## src/rtl/lcd_tg_pkg.sv

```systemverilog
package lcd_tg_pkg;
    parameter int unsigned TG_CW = 16;  // width of one timing field
    parameter int unsigned TG_DW = 8;   // width of the divider field
    parameter int unsigned TG_AW = 3;   // config address width
    parameter int unsigned TG_RW = 32;  // config word width

    typedef enum logic [TG_AW-1:0] {
        REG_SYNCW  = 3'd0,
        REG_VPORCH = 3'd1,
        REG_HPORCH = 3'd2,
        REG_SIZE   = 3'd3,
        REG_CTRL   = 3'd4
    } tg_reg_e;

    typedef struct packed {
        logic [TG_CW-1:0] hsw_m1;
        logic [TG_CW-1:0] vsw_m1;
        logic [TG_CW-1:0] vfp_m1;
        logic [TG_CW-1:0] vbp;
        logic [TG_CW-1:0] hfp_m1;
        logic [TG_CW-1:0] hbp_m1;
        logic [TG_CW-1:0] hact_m1;
        logic [TG_CW-1:0] vact_m1;
        logic [TG_DW-1:0] div;
        logic             dbl;
        logic             inv_h;
        logic             inv_v;
    } tg_cfg_t;
endpackage

```

## src/rtl/lcd_tg_pixdiv.sv

```systemverilog
module lcd_tg_pixdiv #(
    parameter int unsigned DW = 8
) (
    input  logic          clk,
    input  logic          rst_n,
    input  logic [DW-1:0] div,
    input  logic          dbl,
    output logic          tick
);
    localparam int unsigned AW = DW + 1;

    typedef struct packed {
        logic [AW-1:0] acc;
        logic          tick;
    } div_st_t;

    div_st_t st_q, st_d;
    logic [AW-1:0] div_eff, inc, sum, rem;

    always_comb begin
        st_d    = st_q;
        div_eff = (div < DW'(2)) ? AW'(2) : {1'b0, div};
        inc     = dbl ? AW'(2) : AW'(1);
        sum     = st_q.acc + inc;
        rem     = sum - div_eff;
        if (sum >= div_eff) begin
            st_d.tick = 1'b1;
            st_d.acc  = (rem >= div_eff) ? '0 : rem;
        end else begin
            st_d.tick = 1'b0;
            st_d.acc  = sum;
        end
    end

    always_ff @(posedge clk or negedge rst_n) begin
        if (!rst_n) st_q <= '0;
        else        st_q <= st_d;
    end

    assign tick = st_q.tick;

    AST_DIV_FLOOR: assert property (@(posedge clk) disable iff (!rst_n)
        (tick && !dbl && !$past(dbl) && $stable(div)) |=> !tick);
endmodule

```

## src/rtl/lcd_tg_scan.sv

```systemverilog
module lcd_tg_scan #(
    parameter int unsigned CW = 16,
    parameter int unsigned LW = CW + 2
) (
    input  logic          clk,
    input  logic          rst_n,
    input  logic          tick,
    input  logic [LW-1:0] h_act,
    input  logic [LW-1:0] h_ss,
    input  logic [LW-1:0] h_se,
    input  logic [LW-1:0] h_tot,
    input  logic [LW-1:0] v_act,
    input  logic [LW-1:0] v_ss,
    input  logic [LW-1:0] v_se,
    input  logic [LW-1:0] v_tot,
    output logic [CW-1:0] x_pos,
    output logic [CW-1:0] y_pos,
    output logic          de,
    output logic          hs_on,
    output logic          vs_on,
    output logic          frame_wrap,
    output logic          frame_start
);
    typedef struct packed {
        logic [LW-1:0] h;
        logic [LW-1:0] v;
    } scan_st_t;

    scan_st_t st_q, st_d;
    logic h_last, v_last;

    always_comb begin
        st_d   = st_q;
        h_last = (st_q.h == h_tot - LW'(1));
        v_last = (st_q.v == v_tot - LW'(1));
        if (tick) begin
            if (h_last) begin
                st_d.h = '0;
                st_d.v = v_last ? '0 : st_q.v + LW'(1);
            end else begin
                st_d.h = st_q.h + LW'(1);
            end
        end
    end

    always_ff @(posedge clk or negedge rst_n) begin
        if (!rst_n) st_q <= '0;
        else        st_q <= st_d;
    end

    assign de          = (st_q.h < h_act) && (st_q.v < v_act);
    assign hs_on       = (st_q.h >= h_ss) && (st_q.h < h_se);
    assign vs_on       = (st_q.v >= v_ss) && (st_q.v < v_se);
    assign frame_wrap  = tick && h_last && v_last;
    assign frame_start = tick && (st_q.h == '0) && (st_q.v == '0);
    assign x_pos       = st_q.h[CW-1:0];
    assign y_pos       = st_q.v[CW-1:0];

    AST_H_IN_LINE: assert property (@(posedge clk) disable iff (!rst_n)
        st_q.h < h_tot);
    AST_DE_EXCL_SYNC: assert property (@(posedge clk) disable iff (!rst_n)
        de |-> (!hs_on && !vs_on));
    AST_SOF_ON_DE: assert property (@(posedge clk) disable iff (!rst_n)
        frame_start |-> de);
    AST_SOF_SINGLE: assert property (@(posedge clk) disable iff (!rst_n)
        frame_start |=> !frame_start);
endmodule

```

## src/rtl/lcd_timing_gen.sv

```systemverilog
module lcd_timing_gen
    import lcd_tg_pkg::*;
#(
    parameter int unsigned DEF_HACT = 8,
    parameter int unsigned DEF_HFP  = 2,
    parameter int unsigned DEF_HSW  = 2,
    parameter int unsigned DEF_HBP  = 2,
    parameter int unsigned DEF_VACT = 4,
    parameter int unsigned DEF_VFP  = 1,
    parameter int unsigned DEF_VSW  = 1,
    parameter int unsigned DEF_VBP  = 1,
    parameter int unsigned DEF_DIV  = 2,
    parameter bit          DEF_DBL  = 1'b1
) (
    input  logic             clk,
    input  logic             rst_n,
    input  logic             cfg_we,
    input  logic [TG_AW-1:0] cfg_addr,
    input  logic [TG_RW-1:0] cfg_wdata,
    output logic             hsync,
    output logic             vsync,
    output logic             de,
    output logic [TG_CW-1:0] pix_x,
    output logic [TG_CW-1:0] pix_y,
    output logic             sof
);
    localparam int unsigned LW = TG_CW + 2;
    localparam int unsigned HW = TG_RW / 2;

    localparam tg_cfg_t CFG_RST = '{
        hsw_m1:  TG_CW'(DEF_HSW - 1),
        vsw_m1:  TG_CW'(DEF_VSW - 1),
        vfp_m1:  TG_CW'(DEF_VFP - 1),
        vbp:     TG_CW'(DEF_VBP),
        hfp_m1:  TG_CW'(DEF_HFP - 1),
        hbp_m1:  TG_CW'(DEF_HBP - 1),
        hact_m1: TG_CW'(DEF_HACT - 1),
        vact_m1: TG_CW'(DEF_VACT - 1),
        div:     TG_DW'(DEF_DIV),
        dbl:     DEF_DBL,
        inv_h:   1'b0,
        inv_v:   1'b0
    };

    typedef struct packed {
        tg_cfg_t stage;
        tg_cfg_t act;
    } top_st_t;

    top_st_t st_q, st_d;
    logic [TG_CW-1:0] w_lo, w_hi;
    logic tick, frame_wrap, hs_on, vs_on;
    logic [LW-1:0] h_act, h_ss, h_se, h_tot, v_act, v_ss, v_se, v_tot;

    assign w_lo = cfg_wdata[HW-1:0];
    assign w_hi = cfg_wdata[TG_RW-1:HW];

    always_comb begin
        st_d = st_q;
        if (cfg_we) begin
            case (cfg_addr)
                REG_SYNCW:  begin st_d.stage.hsw_m1  = w_lo; st_d.stage.vsw_m1  = w_hi; end
                REG_VPORCH: begin st_d.stage.vfp_m1  = w_lo; st_d.stage.vbp     = w_hi; end
                REG_HPORCH: begin st_d.stage.hfp_m1  = w_lo; st_d.stage.hbp_m1  = w_hi; end
                REG_SIZE:   begin st_d.stage.hact_m1 = w_lo; st_d.stage.vact_m1 = w_hi; end
                REG_CTRL: begin
                    st_d.stage.div   = cfg_wdata[TG_DW-1:0];
                    st_d.stage.dbl   = cfg_wdata[TG_DW];
                    st_d.stage.inv_h = cfg_wdata[TG_DW+1];
                    st_d.stage.inv_v = cfg_wdata[TG_DW+2];
                end
                default: ;
            endcase
        end
        if (frame_wrap) st_d.act = st_q.stage;
    end

    always_ff @(posedge clk or negedge rst_n) begin
        if (!rst_n) st_q <= '{stage: CFG_RST, act: CFG_RST};
        else        st_q <= st_d;
    end

    // segment boundaries: active | front porch | sync | back porch
    always_comb begin
        h_act = LW'(st_q.act.hact_m1) + LW'(1);
        h_ss  = h_act + LW'(st_q.act.hfp_m1) + LW'(1);
        h_se  = h_ss  + LW'(st_q.act.hsw_m1) + LW'(1);
        h_tot = h_se  + LW'(st_q.act.hbp_m1) + LW'(1);
        v_act = LW'(st_q.act.vact_m1) + LW'(1);
        v_ss  = v_act + LW'(st_q.act.vfp_m1) + LW'(1);
        v_se  = v_ss  + LW'(st_q.act.vsw_m1) + LW'(1);
        v_tot = v_se  + LW'(st_q.act.vbp);
    end

    lcd_tg_pixdiv #(.DW(TG_DW)) u_div (
        .clk  (clk),
        .rst_n(rst_n),
        .div  (st_q.act.div),
        .dbl  (st_q.act.dbl),
        .tick (tick)
    );

    lcd_tg_scan #(.CW(TG_CW), .LW(LW)) u_scan (
        .clk        (clk),
        .rst_n      (rst_n),
        .tick       (tick),
        .h_act      (h_act),
        .h_ss       (h_ss),
        .h_se       (h_se),
        .h_tot      (h_tot),
        .v_act      (v_act),
        .v_ss       (v_ss),
        .v_se       (v_se),
        .v_tot      (v_tot),
        .x_pos      (pix_x),
        .y_pos      (pix_y),
        .de         (de),
        .hs_on      (hs_on),
        .vs_on      (vs_on),
        .frame_wrap (frame_wrap),
        .frame_start(sof)
    );

    assign hsync = hs_on ^ st_q.act.inv_h;
    assign vsync = vs_on ^ st_q.act.inv_v;

    AST_CFG_HOLD: assert property (@(posedge clk) disable iff (!rst_n)
        !frame_wrap |=> $stable(st_q.act));
    AST_POL_H: assert property (@(posedge clk) disable iff (!rst_n)
        de |-> (hsync == st_q.act.inv_h));
endmodule

```

## config.mk

```make
export PLATFORM = sky130hd
export DESIGN_NAME = lcd_timing_gen
export DESIGN_NICKNAME = d
export VERILOG_FILES = /design/src/rtl/lcd_tg_pkg.sv /design/src/rtl/lcd_tg_pixdiv.sv /design/src/rtl/lcd_tg_scan.sv /design/src/rtl/lcd_timing_gen.sv
export SDC_FILE = /design/constraint.sdc
export NUM_CORES = 1
export LEC_CHECK = 0
export ABC_AREA = 1
export ABC_CLOCK_PERIOD_IN_PS = 9000
export BUFFER_PORTS_ARGS = -buffer_cell sky130_fd_sc_hd__buf_2
export CAP_MARGIN = 20
export CORE_AREA = 2 2 249 251
export CTS_CLUSTER_DIAMETER = 60
export DETAILED_ROUTE_END_ITERATION = 6
export DIE_AREA = 0 0 251 253
export HOLD_SLACK_MARGIN = 0.12
export PLACE_DENSITY = 0.67
export SKIP_CTS_REPAIR_TIMING = 1
export SYNTH_ARGS = -nofsm -noshare
export SYNTH_HDL_FRONTEND = slang
export SYNTH_HIERARCHICAL = 1
export SYNTH_SLANG_ARGS = --single-unit
```

## constraint.sdc

```tcl
create_clock -name clk -period 9 [get_ports clk]
set_clock_uncertainty 0.15 [all_clocks]
set_input_delay 0.9 -clock clk [delete_from_list [all_inputs] [get_ports clk]]
set_output_delay 0.9 -clock clk [all_outputs]
set_load 0.02 [all_outputs]
```

-- Word-level counts from Yosys, hierarchy flattened
Cells that the tools add are included.
- register bits: 324
- input bits: 38
- word-level logic and storage cells: 86
- $add $sub $neg: 19
- order comparisons: 9
- equality and inequality tests: 6
- muxes and demuxes: 6
- bitwise logic cells: 2
- reduce and logical (&&, ||, !) cells: 16
- operators by type and width (operator ; number):
    $add A18 B1 Y18 const B ; 7
    $add A18 B16 Y18 ; 4
    $add A17 B16 Y18 ; 2
    $eq A18 B18 Y1 ; 2
    $ge A18 B18 Y1 ; 2
    $logic_not A18 Y1 ; 2
    $lt A18 B17 Y1 ; 2
    $lt A18 B18 Y1 ; 2
    $mux W18 ; 2
    $sub A18 B1 Y18 const B ; 2
    $add A16 B1 Y17 const B ; 2
    $ge A9 B9 Y1 ; 2
    $reduce_and A2 Y1 ; 6
    $mux W10 ; 1
    $add A9 B9 Y9 ; 1
    $mux W9 ; 1
    $sub A9 B9 Y9 ; 1
    $lt A8 B2 Y1 const B ; 1
    $mux W8 ; 1
    $logic_and A1 B1 Y1 ; 7
    $eq A3 B2 Y1 const B ; 2
    $eq A3 B1 Y1 const B ; 1
    $eq A3 B3 Y1 const B ; 1
    $logic_not A3 Y1 ; 1
    other kinds (2) ; 3

-- Logic depth before layout (Yosys ltp)
Gate-level depths: netlist of run 1.
- depth after elaboration: 11
- mapped depth: 47
- depth with buffers taken out: 44

-- Hierarchy
The synthesis of run 1 kept the hierarchy.
- by module, submodules not included (module ; times used ; cells an instance ; area an instance (um2) ; sequential area each (um2)):
    lcd_timing_gen ; 1 ; 1758 ; 15677.5 ; 6984.2
    lcd_tg_scan ; 1 ; 1137 ; 7181.9 ; 900.9
    lcd_tg_pixdiv ; 1 ; 184 ; 1330.0 ; 250.2

-- Worst setup path after synthesis of run 1
Ideal clock, no wire load.
- kind: flip-flop to flip-flop
- start: register, netlist name st_q[29]
- end: register, netlist name st_q[100]
- library setup time: 125 ps
- data arrival time: 6561 ps
- setup slack: 2165 ps
- cell stages (with the launch flop): 46
- buffers on the path: 3
- clock period less this slack: 6835 ps
- path through: dfstp_2 inv_1 nor3_2 nand2_1 nor2_1 nand2_1 nor2_1 xor2_1 ha_1 nand2_1 inv_1 a21oi_1 nand2_1 a21oi_1 o21ai_0 xor2_1 ha_1 nand2_1 [... 10 more ...] nand2_1 nand2_1 nand2_1 inv_1 nor2_1 nand3_1 nand2_1 xor2_1 nand4_1 a21boi_0 nand4_1 nor2_1 nand2_1 nor2_1 clkbuf_1 clkbuf_1 buf_2 mux2_2

==> summary.txt, run 1 <==
Run status
  • Status: finished clean

Critical path
  • Startpoint Class: register
  • CP top delay family: simple AND/OR/NAND/NOR gates
  • CP Data Arrival Time: 8.19 ns
  • Crit path required time: 9.30 ns
  • Worst Path Buf+Inv: 4
  • WS Path Type: register to register
  • Critical Path Fanout Max: 45
  • CP Capture Type: register
  • CP max-delay cell: nor2_4
  • Delay of the slowest critical-path stage: 0.64 ns
  • Crit-path most repeated cell: nand2_1

Synth
  • EDFF count, synth: 0
  • Largest family of logic cells by synthesized area: simple AND/OR/NAND/NOR gates
  • FFs w/ async S/R, synth: 100%
  • Mux cell area share after synthesis: 5.03%
  • Yosys reg bits: 324
  • Seq/Total Area, Yosys: 33.6%
  • Mean Syn Cell Area: 7.86 um^2
  • Distinct cell type count after synthesis: 61
  • Synth warn: 6
  • Post-synth top flop: dfrtp_1
  • Simple-gate area share of the yosys netlist: 23.8%
  • Adder-Cell Fraction of Synth Area: 12.7%
  • Post-Syn Area: 0.0242 mm^2
  • Compound-Gate Fraction of Synth Area: 9.51%
  • Xor and xnor area share after synthesis: 6.47%
  • Post-Synthesis Cells: 3,079

GRT
  • Vias in the first global route: 19,214
  • GRT overflow: 0
  • Initial antenna violation count: 1
  • First-pass GRT wire length: 105 mm
  • Gr usage total: 20.9%
  • Largest net degree at the start of global routing: 177

Cells and area
  • Commonest non-fill, non-tap cell in the layout: nand2_1
  • Footprint of the multi-input gates: 0.0139 mm^2
  • Final nets: 3,409
  • N_diodes: 0
  • # fillers: 6,110
  • Util after Layout: 43.9%
  • Most frequent cells in the layout: nand2_1, inv_1, dfrtp_1, ha_1, o21ai_0
  • Register Area: 0.00814 mm^2
  • Area growth syn-to-layout: 10.8%
  • Layout cells sized above 1: 12.6%

Route
  • Final WL: 65.8 mm
  • Starting DRT DRC Count: 1,449
  • Drt pass-1 iters: 7
  • Vias: 20,033
  • Residual DRC: 0
  • Antenna Nets Post-Route: 0
  • Post-detailed-route wirelength per cell: 16.6 um
  • Routed vias/inst: 5.07

Timing
  • Tightest Pin Transition: 0.985 ns
  • Setup ws final: 1.11 ns
  • Slew Limit Headroom: 34.3%
  • Worst hold slack: 0.150 ns
  • Unrepaired setup endpoints after global routing: false
  • Slew Viols, Final: 0
  • Setup TNS: 0 ns
  • Finish-stage setup viols: 0
  • Period utilisation layout: 87.6%
  • Max Fclk: 0.127 GHz
  • Min cycle time layout: 7.89 ns
  • Final Hold Fails: 0

Placed design
  • Placer Congestion: 0.944
  • Port bufs: 73
  • Dpl hpwl: 50.6 mm
  • Pre-CTS setup slack: 1.12 ns

Die
  • Row count: 91
  • Die width: 251 um
  • Top Ports: 74
  • Initial Util: 39.6%
  • Die outline height: 253 um
  • Die area: 0.0635 mm^2
  • Core area: 0.0610 mm^2

Pwr
  • Cell-internal power: 3.96 mW
  • Power Density: 267 mW/mm^2
  • Peak VDD IR: 0.207 mV
  • Sw Ratio: 44.6%
  • Switching power: 3.19 mW
  • Static leakage: 14.5 nW
  • Flop pwr share: 26.5%
  • Combinational power share: 48.8%
  • Part of the power in the clock network: 24.7%

Clocking
  • CTS root buf: clkbuf_16
  • CTS max path bufs: 3
  • Clock-pin slew of the registers on the worst-case setup and hold paths: 0.06 ns
  • Skew-Pair Late Insertion Delay: 0.58 ns
  • H-Tree Depth: 2
  • CTS tree: built
  • Clk sinks: 324
  • CTS Buf Count: 41

Min path
  • Hold Path Class: input pin to asynchronous set/reset pin

Run
  • Max-cap check violation count: 0
==> registers in the layout, indices dropped and copies added (netlist names) <==
name / count
st_q: 278
u_scan/x_pos: 16
u_scan/y_pos: 16
u_div/st_q: 9
u_scan/st_q: 4
u_div/tick: 1
==> power by group through the flow <==
stage | Clock [mW] | Sequential (mW) | Combinational, mW
finish | 1.77 | 1.89 | 3.49
global route | 1.86 | 1.92 | 3.93
CTS | 1.81 | 1.89 | 3.47
detailed placement | 0 | 1.92 | 3.45
global placement | 0 | 1.92 | 3.41
floorplan | 0 | 1.80 | 2.73
==> cell families (layout without fill, tap and decap cells) <==
family                     count (synthesis)  after routing
AOI/OAI and AO/OA                        424            424
xor gates and xnor gates                 173            173
adders and majority gates                241            241
buffers and inverters                    529            612
DFF                                      324            324
muxes                                    108            108
other                                      2              3
and+or+nand+nor                         1278           1278
==> cell type report <==
cell class / instances / share of cell area, %
Sequential cell: 324 / 30.4
Tap cell: 790 / 3.69
Clock buffer: 52 / 4.28
Clock inverter: 24 / 1.27
Multi-Input combinational cell: 2227 / 52.0
Timing Repair Buffer: 96 / 2.28
Inverter: 440 / 6.16
==> worst paths after layout <==
kind | from | endpoint | slack [ns] | cells past startpoint
max | st_q[29] | st_q[15] | 1.11 | 39
max in group asynchronous | rst_n | st_q[39] | 7.11 | 2
min in group clk | st_q[166] | st_q[27] | 0.32 | 2
max reg2reg | st_q[29] | st_q[15] | 1.11 | 39
min | rst_n | st_q[86] | 0.15 | 1
min reg2reg | st_q[166] | st_q[27] | 0.32 | 2
==> layer usage <==
metal	up-vias	share of wire (%)	track usage [%]
met5	-	0.018	0
met4	2	2.8	6.60
met3	90	4.7	2.86
met2	438	45	34.2
met1	9387	47	28.6
li1	10116	-	-
==> metrics by stage <==
stage	instances	total power, mW	cell area, um^2
global placement	3877	5.33	25300
detailed placement	3877	5.37	25300
CTS	3953	7.17	26800
floorplan	3080	4.54	24200
global route	3953	7.71	26800
finish	3953	7.15	26800
==> cells in the mapped netlist, types with 10 or more instances <==
cell type,count,share of area (%)
a21o_1,17,0.53
a21oi_1,137,2.8
buf_2,11,0.23
buf_4,32,0.99
clkbuf_1,43,0.67
dfrtp_1,302,31
dfstp_2,22,2.4
ha_1,233,12
inv_1,428,6.6
mux2_2,108,5.0
nand2_1,728,11
nand2_2,20,0.52
nand3_1,146,3.0
nand3_2,14,0.58
nand3b_1,12,0.37
nand4_1,48,1.2
nor2_1,195,3.0
nor2_2,14,0.36
nor2_4,10,0.47
nor3_1,36,0.74
nor4_1,17,0.44
o21ai_0,217,4.5
o21bai_1,12,0.37
xnor2_1,46,1.7
xor2_1,123,4.5
Note: power is estimated with default switching activity, not from simulation.
==> run 2, diff against run 1 <==
- ABC_CLOCK_PERIOD_IN_PS: 9000 -> 6300
- PLACE_DENSITY: 0.67 -> 0.69
- clock period: 9 -> 6.3 ns (I/O delays scaled with it)
==> run 2 against run 1 <==
Compared with the run above: the flow now finishes with violations (negative setup slack); global-route usage increased by 1.1 points; clock-buffer cell count did not move; critical endpoint is now st_q[62]; utilization grew 7.4 points; via count rose by 11%; first-iteration DRC count rose by 13%; critical path depth up 1; largest cell class unchanged; flip-flop and latch count is the same; sequential share of layout area decreased by 4.4 points; cell count is 11% higher; fmax rose by 11%; routed wire length increased by 13%.
==> summary.txt, run 2 (synthesis results as in run 1) <==
Run status
  • Status: finished with violations
  • Failing checks: negative setup slack

Timing
  • Final Hold Fails: 0
  • Tightest Pin Transition: 0.939 ns
  • Min cycle time layout: 7.12 ns
  • Slew Viols, Final: 0
  • Period utilisation layout: 113%
  • Unrepaired setup endpoints after global routing: true
  • Max Fclk: 0.140 GHz
  • Worst hold slack: 0.267 ns
  • Setup TNS: -107.77 ns
  • Finish-stage setup viols: 176
  • Setup ws final: -0.820 ns
  • Slew Limit Headroom: 37.4%

Critical path
  • Crit-path most repeated cell: nand2_2
  • Reg2reg start: st_q[29]
  • Critical Path Fanout Max: 8
  • Crit path required time: 6.61 ns
  • CP max-delay cell: dfstp_2
  • CP Capture Type: register
  • R2r worst-path depth: 40
  • CP Data Arrival Time: 7.43 ns
  • WS Path Type: register to register
  • Startpoint Class: register
  • R2r endpoint: st_q[62]
  • Delay of the slowest critical-path stage: 0.54 ns
  • Reg2Reg Setup Slack: -0.82 ns

Cells and area
  • N_diodes: 0
  • Most frequent cells in the layout: nand2_1, buf_4, inv_1, dfrtp_1, ha_1
  • Post-route cell area: 0.0313 mm^2
  • Layout cells sized above 1: 26.9%
  • Area growth syn-to-layout: 29.6%
  • Max reg flops: 278
  • Commonest non-fill, non-tap cell in the layout: nand2_1
  • Final nets: 3,850
  • Largest register by flop count: st_q

Min path
  • Worst Hold Path Cells: 3
  • Hold Path Origin: cfg_wdata[16]
  • Hold Path Class: input pin to register
  • Hold EP: st_q[214]

GRT
  • Largest net degree at the start of global routing: 121
  • First-pass GRT wire length: 110 mm
  • GRT overflow: 0
  • Vias in the first global route: 20,672
  • Initial antenna violation count: 1
  • Gr usage total: 22.0%

Clocking
  • Clock-pin slew of the registers on the worst-case setup and hold paths: 0.06 ns
  • Clk sinks: 324
  • CTS Buf Count: 38
  • Skew-Pair Late Insertion Delay: 0.58 ns
  • CTS max path bufs: 3
  • CTS tree: built
  • H-Tree Depth: 2
  • CTS root buf: clkbuf_16

Die
  • Row count: 91
  • Die outline height: 253 um
  • Initial Util: 39.6%
  • Die width: 251 um
  • Die area: 0.0635 mm^2
  • Top Ports: 74
  • Core area: 0.0610 mm^2

Placed design
  • Port bufs: 73
  • Placed cell area: 0.0283 mm^2
  • Placer Congestion: 0.933
  • Dpl hpwl: 53.9 mm

Pwr
  • Peak VDD IR: 0.295 mV
  • Switching power: 4.80 mW
  • Total power: 11.0 mW
  • Cell-internal power: 6.19 mW
  • Static leakage: 17.1 nW
  • Power Density: 351 mW/mm^2
  • Flop pwr share: 25.0%
  • Sw Ratio: 43.7%
  • Part of the power in the clock network: 20.5%
  • Combinational power share: 54.6%

Route
  • Drt pass-1 iters: 7
  • Routed vias/inst: 5.07
  • Final WL: 74.6 mm
  • Post-detailed-route wirelength per cell: 17.0 um
  • Antenna Nets Post-Route: 0
  • Residual DRC: 0
  • Starting DRT DRC Count: 1,632
  • Vias: 22,243

Run
  • Max-cap check violation count: 0
run 2: cell count changes in the layout (fill, tap and decap cells not counted), sizes merged:
cell / before / now
buf: 96 / 531
clkinv: 14 / 10
bufinv: 5 / 2
clkinvlp: 3 / 2
dlygate4sd3: 0 / 1
clkbuf: 52 / 60
inv: 442 / 444
run 2: layer usage:
layer	routed length (um)	vias up	part of all wire, %	GRT usage [%]
met5	13	-	0.017	0
met4	2130	2	2.9	6.68
met2	34700	587	47	36.0
met3	4070	131	5.5	3.42
met1	33700	10543	45	29.9
li1	-	10980	-	-
run 2: power by group through the flow:
stage          combinational [mW]  clock (mW)  sequential (mW)
5_1_grt                      6.71        2.36             2.78
2_1_floorplan                3.90           0             2.58
4_1_cts                      5.71        2.27             2.71
6_report                     6.00        2.25             2.75
3_5_place_dp                 5.68           0             2.74
3_3_place_gp                 5.58           0             2.74
run 2: how the worst max path moves through the flow:
stage,start,to,cells past startpoint
after floorplan,st_q[27],st_q[100],43
after global placement,st_q[27],st_q[68],43
after detailed placement,st_q[27],st_q[73],43
after CTS,st_q[27],st_q[124],43
after global routing,st_q[29],st_q[62],43
final,st_q[29],st_q[62],40
run 2: metrics by stage:
stage	setup slack [ns]	instances	utilization, %
2_1_floorplan	-0.0791	3080	-
3_5_place_dp	-0.969	4265	46.3
6_report	-0.820	4391	51.4
5_1_grt	-1.28	4391	51.4
3_3_place_gp	-0.946	4265	46.3
4_1_cts	-1.04	4335	48.4
run 2: final cells by class:
cell class                 count  area (um^2)
inverter                     440         1650
timing repair buffer         540         4320
sequential                   324         8140
tap                          790          988
clock inverter                18          228
fill                        5521        29700
clock buffer                  52         1050
multi-input combinational   2227        15000
run 2: critical path: cells and delay by family (launching register included):
kind                       cells  cell delay [ns]
adders and majority gates      3             0.87
AOI/OAI and AO/OA              6             1.08
muxes                          1             0.33
buffers and inverters          8             0.91
xor gates and xnor gates       6             1.29
DFF                            1             0.54
and+or+nand+nor               16             1.81
==> run 3, diff against run 2 <==
- ABC_CLOCK_PERIOD_IN_PS: 6300 -> 8680
- PLACE_DENSITY: 0.69 -> 0.67
- clock period: 6.3 -> 8.68 ns (I/O delays scaled with it)
==> run 3 against run 2 <==
Compared with the run above: the flow now finishes without violations; sequential power shrank 28%; critical path depth shrank 1; flip-flop and latch count is the same; cell count shrank 10%; clock power shrank 14%; die area is the same; global-route usage shrank 0.50 points; clock-buffer cell count shrank 1; worst setup slack gained 1.6 ns; fmax shrank 9.8%; utilization shrank 7.4 points; total power shrank 31%; largest power group unchanged; highest routed layer is now met4.
==> summary.txt, run 3 (synthesis results as in run 1) <==
Run status
  • Status: finished clean

Timing
  • Period utilisation layout: 90.9%
  • Unrepaired setup endpoints after global routing: false
  • Min cycle time layout: 7.89 ns
  • Final Hold Fails: 0
  • Tightest Pin Transition: 0.907 ns
  • Worst hold slack: 0.205 ns
  • Max Fclk: 0.127 GHz
  • Slew Viols, Final: 0
  • Setup ws final: 0.789 ns
  • Slew Limit Headroom: 39.6%
  • Finish-stage setup viols: 0
  • Setup TNS: 0 ns

GRT
  • Largest net degree at the start of global routing: 156
  • GRT overflow: 0
  • First-pass GRT wire length: 108 mm
  • Vias in the first global route: 19,413
  • Gr usage total: 21.5%
  • Initial antenna violation count: 1

Route
  • Post-detailed-route wirelength per cell: 17.1 um
  • Residual DRC: 0
  • Starting DRT DRC Count: 1,555
  • Final WL: 67.5 mm
  • Vias: 20,291
  • Routed vias/inst: 5.14
  • Antenna Nets Post-Route: 0
  • Drt pass-1 iters: 5

Min path
  • Hold Path Class: input pin to asynchronous set/reset pin

Clocking
  • Clock-pin slew of the registers on the worst-case setup and hold paths: 0.07 ns
  • CTS max path bufs: 3
  • CTS root buf: clkbuf_16
  • CTS tree: built
  • H-Tree Depth: 2
  • CTS Buf Count: 43
  • Clk sinks: 324
  • Skew-Pair Late Insertion Delay: 0.59 ns

Pwr
  • Power Density: 281 mW/mm^2
  • Combinational power share: 48.2%
  • Static leakage: 14.5 nW
  • Part of the power in the clock network: 25.7%
  • Cell-internal power: 4.19 mW
  • Peak VDD IR: 0.225 mV
  • Total power: 7.56 mW
  • Switching power: 3.37 mW
  • Flop pwr share: 26.1%
  • Sw Ratio: 44.6%

Cells and area
  • Max reg flops: 278
  • N_diodes: 0
  • Most frequent cells in the layout: nand2_1, inv_1, dfrtp_1, ha_1, o21ai_0
  • Post-route cell area: 0.0268 mm^2
  • Area growth syn-to-layout: 11.0%
  • Util after Layout: 44.0%
  • Post-route insts no fill: 3,950
  • Commonest non-fill, non-tap cell in the layout: nand2_1
  • Layout cells sized above 1: 12.4%
  • Final nets: 3,406
  • Largest register by flop count: st_q

Critical path
  • Crit-path most repeated cell: nand2_1
  • Critical Path Fanout Max: 74
  • CP Capture Type: register
  • CP max-delay cell: dfstp_2
  • WS Path Type: register to register
  • Reg2Reg Setup Slack: 0.79 ns
  • R2r endpoint: st_q[65]
  • CP startpoint: st_q[29]
  • Crit path required time: 9.00 ns
  • Delay of the slowest critical-path stage: 0.55 ns
  • CP Data Arrival Time: 8.21 ns
  • Reg2reg start: st_q[29]
  • Startpoint Class: register
  • R2r worst-path depth: 39

Placed design
  • Pre-CTS setup slack: 0.801 ns
  • Placer Congestion: 0.908
  • Dpl hpwl: 51.3 mm
  • Placed cell area: 0.0253 mm^2
  • Placed insts: 3,872
  • Port bufs: 73

Die
  • Core area: 0.0610 mm^2
  • Top Ports: 74
  • Initial Util: 39.6%
  • Row count: 91
  • Die area: 0.0635 mm^2
  • Die width: 251 um
  • Die outline height: 253 um

Run
  • Max-cap check violation count: 0
[run 3: worst max-delay path by stage]
stage          slack, ns   endpoint  cells after the start
6_report            0.79   st_q[65]                     39
5_1_grt             0.01   st_q[71]                     43
4_1_cts             0.75   st_q[70]                     39
3_5_place_dp        0.80   st_q[71]                     39
3_3_place_gp        0.85   st_q[71]                     39
2_1_floorplan       1.84  st_q[100]                     45
[run 3: layout make-up]
type	count	area, um^2
Clock buffer	51	1150
Clock inverter	27	434
Fill cell	6137	34200
Inverter	440	1650
Multi-Input combinational cell	2227	13900
Sequential cell	324	8140
Tap cell	790	988
Timing Repair Buffer	91	561
[run 3: worst max-delay path, delay by kind of cell, from the launching register on]
family	cells	cell delay (ns)
compound gates	6	1.33
xor+xnor	4	0.84
mux	1	0.40
fa+ha+maj	3	0.99
flops	1	0.55
simple gates	21	2.93
buf+inv	4	0.52
[run 3: per-layer routing]
layer  up-vias  track usage [%]  wire [um]
met4         0             5.66       1490
met5         -                0          0
met2       427             35.2      31000
met3        97             2.90       3050
li1      10114                -          -
met1      9653             29.8      32000
[run 3: power groups by stage]
| stage | clock (mW) | sequential, mW | combinational, mW |
|---|---|---|---|
| 6_report | 1.94 | 1.97 | 3.64 |
| 5_1_grt | 2.04 | 1.99 | 4.10 |
| 3_3_place_gp | 0 | 1.99 | 3.55 |
| 4_1_cts | 1.98 | 1.97 | 3.61 |
| 2_1_floorplan | 0 | 1.87 | 2.83 |
| 3_5_place_dp | 0 | 1.99 | 3.59 |
